$ cat config.mk
export PLATFORM = sky130hd
export DESIGN_NAME = coprime_delay_timer
export DESIGN_NICKNAME = d
export VERILOG_FILES = /design/src/rtl/cdt_pkg.sv /design/src/rtl/cdt_ring.sv /design/src/rtl/cdt_ring_pair.sv /design/src/rtl/cdt_combine.sv /design/src/rtl/coprime_delay_timer.sv
export SDC_FILE = /design/constraint.sdc
export NUM_CORES = 1
export LEC_CHECK = 0
export ABC_AREA = 1
export ABC_CLOCK_PERIOD_IN_PS = 1250
export CORE_ASPECT_RATIO = 0.7
export CORE_MARGIN = 3
export CORE_UTILIZATION = 40
export CTS_CLUSTER_DIAMETER = 80
export DETAILED_ROUTE_END_ITERATION = 7
export PLACE_DENSITY_LB_ADDON = 0.1
export SYNTH_ARGS = -nofsm -noshare
export SYNTH_HDL_FRONTEND = slang
export SYNTH_SLANG_ARGS = --single-unit
$ cat constraint.sdc
create_clock -name clk -period 1.25 [get_ports clk]
set_input_delay 0.1875 -clock clk [delete_from_list [all_inputs] [get_ports clk]]
set_output_delay 0.1875 -clock clk [all_outputs]
set_load 0.05 [all_outputs]
$ cat src/rtl/cdt_pkg.sv
package cdt_pkg;

  // Combined period of the timer for given ring lengths.
  function automatic int unsigned cdt_period(input int unsigned la,
                                             input int unsigned lb,
                                             input int unsigned lc);
    return la * la * lb * lb * lc;
  endfunction

endpackage

$ cat src/rtl/cdt_ring.sv
module cdt_ring #(
  parameter int unsigned LEN = 17,
  parameter int unsigned TAP = LEN - 1
) (
  input  logic clk,
  input  logic rst,
  input  logic en,
  output logic tap_o
);

  logic [LEN-1:0] st;

  always_ff @(posedge clk) begin
    if (rst)
      st <= LEN'(1);
    else if (en)
      st <= {st[LEN-2:0], st[LEN-1]};
  end

  assign tap_o = st[TAP];


  ring_onehot_chk: assert property (@(posedge clk) disable iff (rst)
    $countones(st) == 1);


  ring_moves_chk: assert property (@(posedge clk) disable iff (rst)
    en |=> (st != $past(st)));


  ring_hold_chk: assert property (@(posedge clk) disable iff (rst)
    !en |=> $stable(st));

endmodule

$ cat src/rtl/cdt_ring_pair.sv
module cdt_ring_pair #(
  parameter int unsigned LEN = 17
) (
  input  logic clk,
  input  logic rst,
  output logic lo_tap_o,
  output logic hi_tap_o
);

  cdt_ring #(.LEN(LEN), .TAP(LEN - 1)) inner_i (
    .clk(clk), .rst(rst), .en(1'b1), .tap_o(lo_tap_o)
  );

  cdt_ring #(.LEN(LEN), .TAP(LEN - 1)) outer_i (
    .clk(clk), .rst(rst), .en(lo_tap_o), .tap_o(hi_tap_o)
  );


  pair_step_chk: assert property (@(posedge clk) disable iff (rst)
    $rose(hi_tap_o) |-> $past(lo_tap_o));

endmodule

$ cat src/rtl/cdt_combine.sv
module cdt_combine (
  input  logic       clk,
  input  logic       rst,
  input  logic [3:0] pair_taps,
  input  logic       lone_tap,
  output logic       done_o
);

  logic quad_q;

  always_ff @(posedge clk) begin
    if (rst) begin
      quad_q <= 1'b0;
      done_o <= 1'b0;
    end else begin
      quad_q <= &pair_taps;
      done_o <= quad_q & lone_tap;
    end
  end


  single_pulse_chk: assert property (@(posedge clk) disable iff (rst)
    done_o |=> !done_o);


  reset_clear_chk: assert property (@(posedge clk)
    rst |=> !done_o);

endmodule

$ cat src/rtl/coprime_delay_timer.sv
module coprime_delay_timer #(
  parameter int unsigned LEN_A = 17,
  parameter int unsigned LEN_B = 15,
  parameter int unsigned LEN_C = 16
) (
  input  logic clk,
  input  logic rst,
  output logic done_o
);

  import cdt_pkg::*;

  localparam int unsigned PERIOD = cdt_period(LEN_A, LEN_B, LEN_C);

  logic [3:0] pair_taps;
  logic       lone_tap;

  cdt_ring_pair #(.LEN(LEN_A)) pair_a_i (
    .clk(clk), .rst(rst), .lo_tap_o(pair_taps[0]), .hi_tap_o(pair_taps[1])
  );

  cdt_ring_pair #(.LEN(LEN_B)) pair_b_i (
    .clk(clk), .rst(rst), .lo_tap_o(pair_taps[2]), .hi_tap_o(pair_taps[3])
  );

  // Stage-0 tap: this ring is read one cycle later than the pair taps,
  // which lines it up with the first AND register.
  cdt_ring #(.LEN(LEN_C), .TAP(0)) lone_i (
    .clk(clk), .rst(rst), .en(1'b1), .tap_o(lone_tap)
  );

  cdt_combine comb_i (
    .clk(clk), .rst(rst), .pair_taps(pair_taps), .lone_tap(lone_tap),
    .done_o(done_o)
  );

  // Checker: cycles since reset release, or since the previous pulse.
  logic [31:0] gap;
  logic        seen;

  always_ff @(posedge clk) begin
    if (rst) begin
      gap  <= '0;
      seen <= 1'b0;
    end else if (done_o) begin
      gap  <= 32'd1;
      seen <= 1'b1;
    end else begin
      gap  <= gap + 32'd1;
    end
  end


  period_chk: assert property (@(posedge clk) disable iff (rst)
    done_o |-> (gap == (seen ? PERIOD : PERIOD + 32'd1)));


  no_late_chk: assert property (@(posedge clk) disable iff (rst)
    seen |-> (gap <= PERIOD));

endmodule

==> run metrics <==
status=completed; area grow syn2layout=13.5%; # diodes=0; met1 wire length=1.91 mm; WP data arrival=0.85 ns; routability-driven placement congestion ratio=0.668; Startpoint Class=flip-flop; drt total wl=3.52 mm; PostCTS Resize Cnt=0; largest net degree at the start of global routing=36; min cycle time layout=1.04 ns; Starting Density=0.428; RSZ-0062 raised after global routing=false; slowest stage delay, CP=0.36 ns; Met3 Wirelength=144 um; Sequential Power Share=0.592; CTS Hold Bufs=0; switching pwr=1.02 mW; fmax=965 MHz; post-synthesis cell area=2750 um2; uppermost layer routed=met4; # nets final=365; clock power share=0.378; Worst Skew=0.00682 ns; core region area=6430 um2; number of distinct library cells after synthesis=10; postcts setup bufs=0; asr flop ratio synth=0; top-area cell type share of the netlist area=0.597; Clock Latency Late Sink=0.35 ns; PD cells=1430 nW/um2; Avg Inst Size Synth=7.79 um2; post-synthesis sequential area ratio=0.597; CP Max Fanout=1; drt first-iter violations=57; final instance count without filler cells=459; final core occ=0.486; met2 WL=1.38 mm; number of global-route vias before repair=1410; post-synth top area cell=dfxtp_1; list of most frequent post-synthesis cells=107 x nor2_1, 82 x dfxtp_1, 77 x inv_1, 67 x nand2_1, 10 x buf_6; initial antenna violation count=0; largest cells by area after synthesis=dfxtp_1 60%, nor2_1 15%, inv_1 11%; buffers and inverters on the worst path=1; Max-Cap Viols=0; Final Slew Violations=0; WS Path Type=flip-flop to output port; Req. time, crit path=1.06 ns; crit-path cells=buf_12; first-pass GRT wire length=6.07 mm; I/O pin cnt=3; Hold WC Path Type=flip-flop to flip-flop; Post-synth top flop=dfxtp_1; TritonCTS clock tree=done; Post-synth EDFFs=0; setup tns final=0 ns; CTS Root Cell=clkbuf_8; maximum VDD drop=0.000672 V; Via density=3.83; gr usage total=0.103; CP top delay family=flip-flops; register bit count reported by yosys=82; Die Ht=75.4 um; Bufs on Longest Clock Path=2; CTS Sinks=82; I/O Buffers=2; total grt overflow=0; Die W=105 um; Synth Warn #=0; switch share=0.230; DRC Markers=0; Synthesized Nets=355; Final Hold Vio Count=0; CTS Buf Count=9; Lkg Pwr=1.24 nW; Comb power frac=0.030; DRT Pass-1 Iters=4; Post-Place Cells=443; H-tree depth=3; max_slew headroom=0.875; routed length per placed instance=7.66 um; period utilization=0.829; internal power=3.43 mW; Critical Path End Type=output port; Clock transition at path regs=0.08 ns; final setup vio count=0; layout cells sized above 1=0.0815; std cell rows=24; die area=7920 um2; dpl hpwl=2.13 mm; Post-Syn Instances=353; Worst path slowest cell=dfxtp_1; routed vias=1756; worst-margin pin slew=0.187 ns; DRT antenna net count=0; most common cell in the netlist=nor2_1
-- flip-flops by register name, indices dropped and copies added, names as in the netlist --
signal,flops
pair_a_i.inner_i.st,17
comb_i.done_o,1
comb_i.quad_q,1
pair_a_i.outer_i.st,17
lone_i.st,16
pair_b_i.outer_i.st,15
pair_b_i.inner_i.st,15
-- per-layer routing --
| metal | global-route usage | vias to the layer above |
|---|---|---|
| met5 | 0 | - |
| met4 | 0.0611 | 0 |
| met3 | 0.0610 | 9 |
| met2 | 0.144 | 12 |
| met1 | 0.122 | 737 |
| li1 | - | 998 |
-- through the flow --
| stage | power [mW] | cell area (um2) | setup WS, ns | hold slack [ns] |
|---|---|---|---|---|
| 2_1_floorplan | 2.78 | 2750 | 0.454 | 0.379 |
| 3_3_place_gp | 2.83 | 2940 | 0.0104 | 0.389 |
| 3_5_place_dp | 2.84 | 2940 | -0.00541 | 0.395 |
| 4_1_cts | 4.55 | 3120 | 0.190 | 0.401 |
| 5_1_grt | 4.68 | 3120 | 0.164 | 0.403 |
| 6_report | 4.45 | 3120 | 0.213 | 0.399 |
-- area by class of cell --
type	count	area, um2
Clock buffer	9	124
Clock inverter	7	53.8
Fill cell	662	3310
Inverter	78	293
Multi-Input combinational cell	178	674
Sequential cell	82	1640
Tap cell	91	114
Timing Repair Buffer	14	220
-- power groups by stage --
stage,registers [mW],logic [mW],clock network (mW)
final,2.64,0.135,1.68
after floorplan,2.70,0.0874,0
after detailed placement,2.70,0.138,0
after global placement,2.70,0.137,0
after global routing,2.64,0.151,1.89
after CTS,2.64,0.138,1.77
-- cells in the final DEF (no fill, tap or decap), drive strengths merged --
cell,Yosys,layout
buf,15,13
clkbuf,0,9
clkdlybuf4s50,0,1
clkinv,0,2
clkinvlp,0,3
dfxtp,82,82
inv,78,80
nand2,67,67
nand3,3,3
nor2,107,107
or2,1,1
-- cells by family (layout without fill, tap and decap cells) --
family / after synthesis / count (layout) / share of synthesized area
buf+inv: 93 / 108 / 0.157
flops: 82 / 82 / 0.597
simple gates: 178 / 178 / 0.245
-- final timing paths --
kind	cells after the start	startpoint	slack [ns]	end
setup reg to reg	4	pair_a_i.inner_i.st[16]	0.42	pair_a_i.outer_i.st[0]
hold / removal	2	pair_b_i.inner_i.st[0]	0.40	pair_b_i.inner_i.st[1]
hold reg to reg	2	pair_b_i.inner_i.st[0]	0.40	pair_b_i.inner_i.st[1]
setup / recovery	1	comb_i.done_o	0.21	done_o
(Power assumes the default switching activity.)
